`config.mk`:
```
export PLATFORM = sky130hd
export DESIGN_NAME = hrcache_top
export DESIGN_NICKNAME = d
export VERILOG_FILES = /design/src/rtl/hr_pkg.sv /design/src/rtl/hr_line_store.sv /design/src/rtl/hr_probe.sv /design/src/rtl/hr_ctrl.sv /design/src/rtl/hrcache_top.sv
export SDC_FILE = /design/constraint.sdc
export NUM_CORES = 1
export LEC_CHECK = 0
export ABC_AREA = 1
export BUFFER_PORTS_ARGS = -buffer_cell sky130_fd_sc_hd__buf_2
export CAP_MARGIN = 20
export CORE_MARGIN = 2
export CORE_UTILIZATION = 40
export CTS_CLUSTER_DIAMETER = 40
export CTS_CLUSTER_SIZE = 12
export DETAILED_ROUTE_END_ITERATION = 8
export PLACE_DENSITY = 0.6
export SLEW_MARGIN = 20
export SYNTH_ARGS = -nofsm -noshare
export SYNTH_HDL_FRONTEND = slang
export SYNTH_SLANG_ARGS = --single-unit
export TNS_END_PERCENT = 1
```
`constraint.sdc`:
```
create_clock -name clk -period 2.1 [get_ports clk]
set_input_delay 0.42 -clock clk [delete_from_list [all_inputs] [get_ports clk]]
set_output_delay 0.42 -clock clk [all_outputs]
set_load 0.05 [all_outputs]
```
`src/rtl/hr_pkg.sv`:
```
package hr_pkg;
  typedef enum logic [1:0] {
    KIND_HOME = 2'd0,
    KIND_ALT  = 2'd1,
    KIND_FILL = 2'd2
  } hit_kind_e;

  typedef enum logic [2:0] {
    ST_IDLE  = 3'd0,
    ST_HOME  = 3'd1,
    ST_ALT   = 3'd2,
    ST_SWAP  = 3'd3,
    ST_MREQ  = 3'd4,
    ST_MWAIT = 3'd5,
    ST_RESP  = 3'd6
  } ctrl_state_e;
endpackage

```
`src/rtl/hr_line_store.sv`:
```
module hr_line_store #(
  parameter int IDX_W  = 3,
  parameter int LINE_W = 21
) (
  input  logic              clk,
  input  logic              rst_n,
  input  logic [IDX_W-1:0]  rd_a_idx,
  output logic [LINE_W-1:0] rd_a_line,
  input  logic [IDX_W-1:0]  rd_b_idx,
  output logic [LINE_W-1:0] rd_b_line,
  input  logic              wr_a_en,
  input  logic [IDX_W-1:0]  wr_a_idx,
  input  logic [LINE_W-1:0] wr_a_line,
  input  logic              wr_b_en,
  input  logic [IDX_W-1:0]  wr_b_idx,
  input  logic [LINE_W-1:0] wr_b_line
);
  localparam int DEPTH = 1 << IDX_W;

  logic [LINE_W-1:0] lines [DEPTH];

  for (genvar i = 0; i < DEPTH; i++) begin : g_line
    always_ff @(posedge clk or negedge rst_n) begin
      if (!rst_n) begin
        lines[i] <= '0;
      end else if (wr_a_en && wr_a_idx == IDX_W'(i)) begin
        lines[i] <= wr_a_line;
      end else if (wr_b_en && wr_b_idx == IDX_W'(i)) begin
        lines[i] <= wr_b_line;
      end
    end
  end

  assign rd_a_line = lines[rd_a_idx];
  assign rd_b_line = lines[rd_b_idx];

  // a swap or fill touches two different lines, never one line twice
  assert_distinct_writes_R5: assert property (@(posedge clk) disable iff (!rst_n)
    (wr_a_en && wr_b_en) |-> (wr_a_idx != wr_b_idx));
endmodule

```
`src/rtl/hr_probe.sv`:
```
module hr_probe #(
  parameter int TAG_W = 3
) (
  input  logic             clk,
  input  logic             rst_n,
  input  logic [TAG_W-1:0] look_tag,
  input  logic [TAG_W+1:0] home_meta,
  input  logic [TAG_W+1:0] alt_meta,
  output logic             home_hit,
  output logic             alt_hit
);
  localparam int V_POS = TAG_W + 1;
  localparam int R_POS = TAG_W;

  assign home_hit = home_meta[V_POS] && !home_meta[R_POS] &&
                    (home_meta[TAG_W-1:0] == look_tag);
  assign alt_hit  = alt_meta[V_POS] && alt_meta[R_POS] &&
                    (alt_meta[TAG_W-1:0] == look_tag);

  // a block lives in exactly one place, so both probes never match at once
  assert_single_copy_R4: assert property (@(posedge clk) disable iff (!rst_n)
    !(home_hit && alt_hit));
endmodule

```
`src/rtl/hr_ctrl.sv`:
```
module hr_ctrl
  import hr_pkg::*;
#(
  parameter int ADDR_W = 6,
  parameter int IDX_W  = 3,
  parameter int DATA_W = 16
) (
  input  logic              clk,
  input  logic              rst_n,
  input  logic              req_valid,
  output logic              req_ready,
  input  logic [ADDR_W-1:0] req_addr,
  output logic              rsp_valid,
  input  logic              rsp_ready,
  output logic [1:0]        rsp_kind,
  output logic [DATA_W-1:0] rsp_data,
  output logic              mem_req_valid,
  input  logic              mem_req_ready,
  output logic [ADDR_W-1:0] mem_req_addr,
  input  logic              mem_rsp_valid,
  input  logic [DATA_W-1:0] mem_rsp_data,
  output logic [IDX_W-1:0]  home_idx,
  output logic [IDX_W-1:0]  alt_idx,
  output logic [ADDR_W-IDX_W-1:0] look_tag,
  input  logic [ADDR_W-IDX_W+DATA_W+1:0] home_line,
  input  logic [ADDR_W-IDX_W+DATA_W+1:0] alt_line,
  input  logic              home_hit,
  input  logic              alt_hit,
  output logic              wr_a_en,
  output logic [IDX_W-1:0]  wr_a_idx,
  output logic [ADDR_W-IDX_W+DATA_W+1:0] wr_a_line,
  output logic              wr_b_en,
  output logic [IDX_W-1:0]  wr_b_idx,
  output logic [ADDR_W-IDX_W+DATA_W+1:0] wr_b_line
);
  localparam int TAG_W  = ADDR_W - IDX_W;
  localparam int LINE_W = TAG_W + DATA_W + 2;
  localparam int V_POS  = LINE_W - 1;
  localparam int R_POS  = LINE_W - 2;
  localparam logic [IDX_W-1:0]  TOP_MASK = IDX_W'(1) << (IDX_W - 1);
  localparam logic [LINE_W-1:0] R_FLIP   = LINE_W'(1) << R_POS;

  ctrl_state_e       state;
  logic [ADDR_W-1:0] addr_q;
  hit_kind_e         kind_q;
  logic [DATA_W-1:0] data_q;

  assign home_idx = addr_q[IDX_W-1:0];
  assign alt_idx  = home_idx ^ TOP_MASK;
  assign look_tag = addr_q[ADDR_W-1:IDX_W];

  assign req_ready     = (state == ST_IDLE);
  assign rsp_valid     = (state == ST_RESP);
  assign rsp_kind      = kind_q;
  assign rsp_data      = data_q;
  assign mem_req_valid = (state == ST_MREQ);
  assign mem_req_addr  = addr_q;

  always_comb begin
    wr_a_en   = 1'b0;
    wr_a_idx  = home_idx;
    wr_a_line = alt_line ^ R_FLIP;
    wr_b_en   = 1'b0;
    wr_b_idx  = alt_idx;
    wr_b_line = home_line ^ R_FLIP;
    if (state == ST_SWAP) begin
      wr_a_en = 1'b1;
      wr_b_en = 1'b1;
    end else if (state == ST_MWAIT && mem_rsp_valid) begin
      wr_a_en   = 1'b1;
      wr_a_line = {1'b1, 1'b0, look_tag, mem_rsp_data};
      wr_b_en   = home_line[V_POS];
    end
  end

  always_ff @(posedge clk or negedge rst_n) begin
    if (!rst_n) begin
      state  <= ST_IDLE;
      addr_q <= '0;
      kind_q <= KIND_HOME;
      data_q <= '0;
    end else begin
      case (state)
        ST_IDLE: if (req_valid) begin
          addr_q <= req_addr;
          state  <= ST_HOME;
        end
        ST_HOME: if (home_hit) begin
          kind_q <= KIND_HOME;
          data_q <= home_line[DATA_W-1:0];
          state  <= ST_RESP;
        end else begin
          state <= ST_ALT;
        end
        ST_ALT: if (alt_hit) begin
          kind_q <= KIND_ALT;
          data_q <= alt_line[DATA_W-1:0];
          state  <= ST_SWAP;
        end else begin
          state <= ST_MREQ;
        end
        ST_SWAP:  state <= ST_RESP;
        ST_MREQ:  if (mem_req_ready) state <= ST_MWAIT;
        ST_MWAIT: if (mem_rsp_valid) begin
          kind_q <= KIND_FILL;
          data_q <= mem_rsp_data;
          state  <= ST_RESP;
        end
        ST_RESP:  if (rsp_ready) state <= ST_IDLE;
        default:  state <= ST_IDLE;
      endcase
    end
  end

  // a stalled response keeps its contents
  assert_rsp_hold_R7: assert property (@(posedge clk) disable iff (!rst_n)
    (rsp_valid && !rsp_ready) |=> (rsp_valid && $stable(rsp_data) && $stable(rsp_kind)));

  // a stalled fetch keeps its address
  assert_mem_hold_R7: assert property (@(posedge clk) disable iff (!rst_n)
    (mem_req_valid && !mem_req_ready) |=> (mem_req_valid && $stable(mem_req_addr)));

  // a home-hit response comes straight out of the home probe
  assert_home_timing_R2: assert property (@(posedge clk) disable iff (!rst_n)
    ($rose(rsp_valid) && rsp_kind == KIND_HOME) |-> ($past(state) == ST_HOME));

  // a partner-hit response always follows the swap cycle
  assert_alt_timing_R3: assert property (@(posedge clk) disable iff (!rst_n)
    ($rose(rsp_valid) && rsp_kind == KIND_ALT) |-> ($past(state) == ST_SWAP));

  // a fetch is only requested after both probes missed
  assert_fetch_after_probes_R6: assert property (@(posedge clk) disable iff (!rst_n)
    $rose(mem_req_valid) |-> ($past(state) == ST_ALT));
endmodule

```
`src/rtl/hrcache_top.sv`:
```
module hrcache_top #(
  parameter int ADDR_W = 6,
  parameter int IDX_W  = 3,
  parameter int DATA_W = 16
) (
  input  logic              clk,
  input  logic              rst_n,
  input  logic              req_valid,
  output logic              req_ready,
  input  logic [ADDR_W-1:0] req_addr,
  output logic              rsp_valid,
  input  logic              rsp_ready,
  output logic [1:0]        rsp_kind,
  output logic [DATA_W-1:0] rsp_data,
  output logic              mem_req_valid,
  input  logic              mem_req_ready,
  output logic [ADDR_W-1:0] mem_req_addr,
  input  logic              mem_rsp_valid,
  input  logic [DATA_W-1:0] mem_rsp_data
);
  localparam int TAG_W  = ADDR_W - IDX_W;
  localparam int LINE_W = TAG_W + DATA_W + 2;

  logic [IDX_W-1:0]  home_idx, alt_idx;
  logic [TAG_W-1:0]  look_tag;
  logic [LINE_W-1:0] home_line, alt_line;
  logic              home_hit, alt_hit;
  logic              wr_a_en, wr_b_en;
  logic [IDX_W-1:0]  wr_a_idx, wr_b_idx;
  logic [LINE_W-1:0] wr_a_line, wr_b_line;

  hr_line_store #(.IDX_W(IDX_W), .LINE_W(LINE_W)) u_store (
    .clk(clk), .rst_n(rst_n),
    .rd_a_idx(home_idx), .rd_a_line(home_line),
    .rd_b_idx(alt_idx),  .rd_b_line(alt_line),
    .wr_a_en(wr_a_en), .wr_a_idx(wr_a_idx), .wr_a_line(wr_a_line),
    .wr_b_en(wr_b_en), .wr_b_idx(wr_b_idx), .wr_b_line(wr_b_line)
  );

  hr_probe #(.TAG_W(TAG_W)) u_probe (
    .clk(clk), .rst_n(rst_n),
    .look_tag(look_tag),
    .home_meta(home_line[LINE_W-1:DATA_W]),
    .alt_meta(alt_line[LINE_W-1:DATA_W]),
    .home_hit(home_hit), .alt_hit(alt_hit)
  );

  hr_ctrl #(.ADDR_W(ADDR_W), .IDX_W(IDX_W), .DATA_W(DATA_W)) u_ctrl (
    .clk(clk), .rst_n(rst_n),
    .req_valid(req_valid), .req_ready(req_ready), .req_addr(req_addr),
    .rsp_valid(rsp_valid), .rsp_ready(rsp_ready),
    .rsp_kind(rsp_kind), .rsp_data(rsp_data),
    .mem_req_valid(mem_req_valid), .mem_req_ready(mem_req_ready),
    .mem_req_addr(mem_req_addr),
    .mem_rsp_valid(mem_rsp_valid), .mem_rsp_data(mem_rsp_data),
    .home_idx(home_idx), .alt_idx(alt_idx), .look_tag(look_tag),
    .home_line(home_line), .alt_line(alt_line),
    .home_hit(home_hit), .alt_hit(alt_hit),
    .wr_a_en(wr_a_en), .wr_a_idx(wr_a_idx), .wr_a_line(wr_a_line),
    .wr_b_en(wr_b_en), .wr_b_idx(wr_b_idx), .wr_b_line(wr_b_line)
  );
endmodule

```
==> results.tsv <==
metric	value	unit
status	finished, violations left	
violations	negative setup slack	
path_delay_family	simple AND/OR/NAND/NOR gates	
grt_pass1_vias	11300	
peakVddDrop	0.717	mV
hold_violations	0	
hold_end	u_ctrl.mem_req_addr[5]	
n_fill_cell	2630	
cp_cell_sequence	buf_12, buf_12, nor2_4, buf_6, nand2_1, nand4_1, o21ai_2, o22ai_4, nand2_1, a21oi_2	
min-delay-start	req_addr[5]	
power_density	1800	nW/um^2
drive_above_1_share	24.8	%
switching_share	49.4	%
critical_path.max_stage_delay	410	ps
synthCells	1483	
gr-total-overflow	0	
syn-cell-area	11100	um^2
finalNonFillerCells	2074	
yosysSeqAreaShare	43.9	%
nets	1712	
drtIter0Drc	1505	
pwr-share-seq	24.8	%
power_switching	12700	uW
setup_violations	24	
dpl.cell_count	2023	
area_growth	28.7	%
clk_path_buf_depth	2	
timing.rr.start	u_ctrl.mem_req_addr[0]	
cts_tree	built	
antenna_found_initial	1	
rows	61	
dpl.hpwl	30200	um
clkPwrFrac	12.8	%
layout_min_cycle_time	2140	ps
fp.dieW	171	um
grt_usage	31.0	%
critPathBufInv	3	
initial_core_util	40.4	%
numCtsBuffers	17	
critical_path_class	reg2reg	
htreeDepth	4	
min_path_cells	3	
avgSynthCellArea	7.50	um^2
cp_slowest_cell	dfrtp_1	
worstPathArrival	2520	ps
worstMarginPinSlew	767	ps
drc	0	
rsz0062_at_grt	true	
ant_nets	0	
clk_pin_slew	80	ps
slew_violations	0	
routedWlPerCell	21.4	um
reg2reg_slack	-40	ps
grt_pass1_wl	67400	um
ys_warn_count	0	
hp-class	in2reg	
placed_area	13100	um^2
leakagePower	0.00699	uW
insertedDiodeCount	0	
max_freq	0.468	GHz
grt_max_degree	53	
synth-main-ff-cell	dfrtp_1	
drt_wl_total	44300	um
synth.distinct_cells	40	
synth_edf_count	0	
combPwrFrac	62.4	%
vias	11900	
intPower	13000	uW
globalplace.congestion	0.921	
cp.required	2480	ps
viasPerCell	5.74	
io_pins	55	
reg2reg_to	u_store.lines[7]	
first_pass_iters	7	
maxSlewHeadroom	48.6	%
cp-end-kind	register	
cap_violations	0	
syn-num-nets	1511	
cts_num_sinks	195	
core_area	27600	um^2
clk_latency	450	ps
die_area	29100	um^2
reg2regPathDepth	10	
finalClockSkew	15.5	ps
finalWorstSetupSlack	-37.9	ps
async_flop_share	100	%
finalCritPeriodShare	102	%
die_h	171	um
critical_path.max_fanout	8	
whs	215	ps
ys_seq_elements	195	
cts_root_buf	clkbuf_16	
path_depth	10	
cp-start-kind	register	
io_buffers	54	
stdcell_area	14300	um^2
[cell families after synthesis]
logic type / synth area share [%]
and+or+nand+nor: 31.5
DFF: 43.9
AOI/OAI and AO/OA: 17.8
buffers and inverters: 6.84
[synthesized netlist by cell type (5+ instances only)]
| cell type | n | area [um^2] |
|---|---|---|
| a31oi_1 | 7 | 43.8 |
| o21ai_1 | 33 | 165 |
| inv_2 | 18 | 67.6 |
| nand3_1 | 111 | 556 |
| nand2_1 | 509 | 1910 |
| buf_2 | 39 | 195 |
| o22ai_2 | 7 | 87.6 |
| o211ai_1 | 55 | 413 |
| nor2_2 | 11 | 68.8 |
| a21oi_1 | 52 | 260 |
| o21ai_0 | 74 | 370 |
| clkbuf_1 | 26 | 97.6 |
| nand4_1 | 36 | 225 |
| nand2_4 | 5 | 56.3 |
| a22oi_1 | 28 | 210 |
| inv_1 | 67 | 251 |
| nand2_2 | 15 | 93.8 |
| nor2_1 | 108 | 405 |
| nor2_4 | 8 | 90.1 |
| o221ai_1 | 30 | 263 |
| o21ai_2 | 6 | 52.6 |
| dfrtp_1 | 195 | 4880 |
[final cells by class]
cell class                      instances  area [um^2]  area share [%]
Multi-Input combinational cell       1122         5810            40.6
Timing Repair Buffer                  258         2210            15.4
Tap cell                              378          473            3.31
Inverter                               90          372            2.60
Clock inverter                         14          146            1.02
Sequential cell                       195         4880            34.1
Clock buffer                           17          425            2.97
[per-layer routing]
metal  share of wire [%]  GRT usage [%]  vias to the layer above
li1                    -              -                     5416
met1                  40           39.6                     5670
met2                  46           50.1                      689
met3                  10           7.47                      128
met4                 3.8           13.5                        2
met5               0.029              0                        -
[power by group through the flow]
stage                     Combinational [uW]  Sequential [uW]  Clock, uW
after floorplan                         8120             6820          0
after global placement                 14300             6330          0
after detailed placement               14400             6340          0
after CTS                              15000             6300       3340
after global routing                   17400             6540       3490
final                                  16100             6380       3310
[worst reg2reg max path: cells and delay by family, from the launching register on]
family,cells,cell delay (ps)
flops,1,410
simple gates,4,670
compound gates,3,520
buf+inv,3,490
[registers in the layout, indices dropped and copies added (netlist names)]
name	count
u_ctrl.mem_req_addr	6
u_ctrl.rsp_data	16
u_ctrl.rsp_kind	2
u_ctrl.state	3
u_store.lines	168
[stage by stage]
step                      TNS, ps  power, uW  setup WS [ps]  util [%]
after floorplan            -18560      14900           -205         -
after global placement       -852      20600          -77.1      47.7
after detailed placement    -2290      20800          -87.3      47.7
after CTS                    -308      24600          -40.9      50.6
after global routing       -13680      27400           -161      51.9
final                        -267      25700          -37.9      51.9
[how the worst max path moves through the flow]
stage / start / to / slack, ps
3_5_place_dp: u_ctrl.mem_req_addr[0] / u_store.lines[7] / -90
4_1_cts: u_ctrl.mem_req_addr[0] / u_store.lines[126] / -40
3_3_place_gp: u_ctrl.mem_req_addr[0] / u_store.lines[161] / -80
6_report: u_ctrl.mem_req_addr[0] / u_store.lines[7] / -40
5_1_grt: u_ctrl.mem_req_addr[0] / u_store.lines[160] / -160
2_1_floorplan: u_ctrl.mem_req_addr[0] / u_ctrl.rsp_data[10] / -200
[what timing repair did]
action	CTS	global route
hold buffers	1	0
hold endpoints to repair	46	0
setup endpoints to repair	78	186
buffers inserted	2	12
pin swaps	8	15
cloned	5	0
resized for setup	33	70
[layout by cell type, fill, tap and decap left out, drive strengths merged]
cell type,netlist,final
bufinv,0,1
o31ai,3,3
nor3,2,2
nor2,129,129
a211oi,1,1
nand4,36,36
dlygate4sd3,0,1
o21ai,113,113
inv,86,91
clkinv,4,10
nand3,112,115
o211a,3,3
o221ai,30,30
o211ai,55,55
clkbuf,26,18
o22ai,11,11
a21oi,52,52
clkinvlp,0,2
o22a,1,1
or2,4,4
nand2,529,529
and2,1,1
a22oi,28,28
o21a,2,2
buf,53,256
dfrtp,195,195
a31oi,7,7
Power figures use the tool's default switching activity.
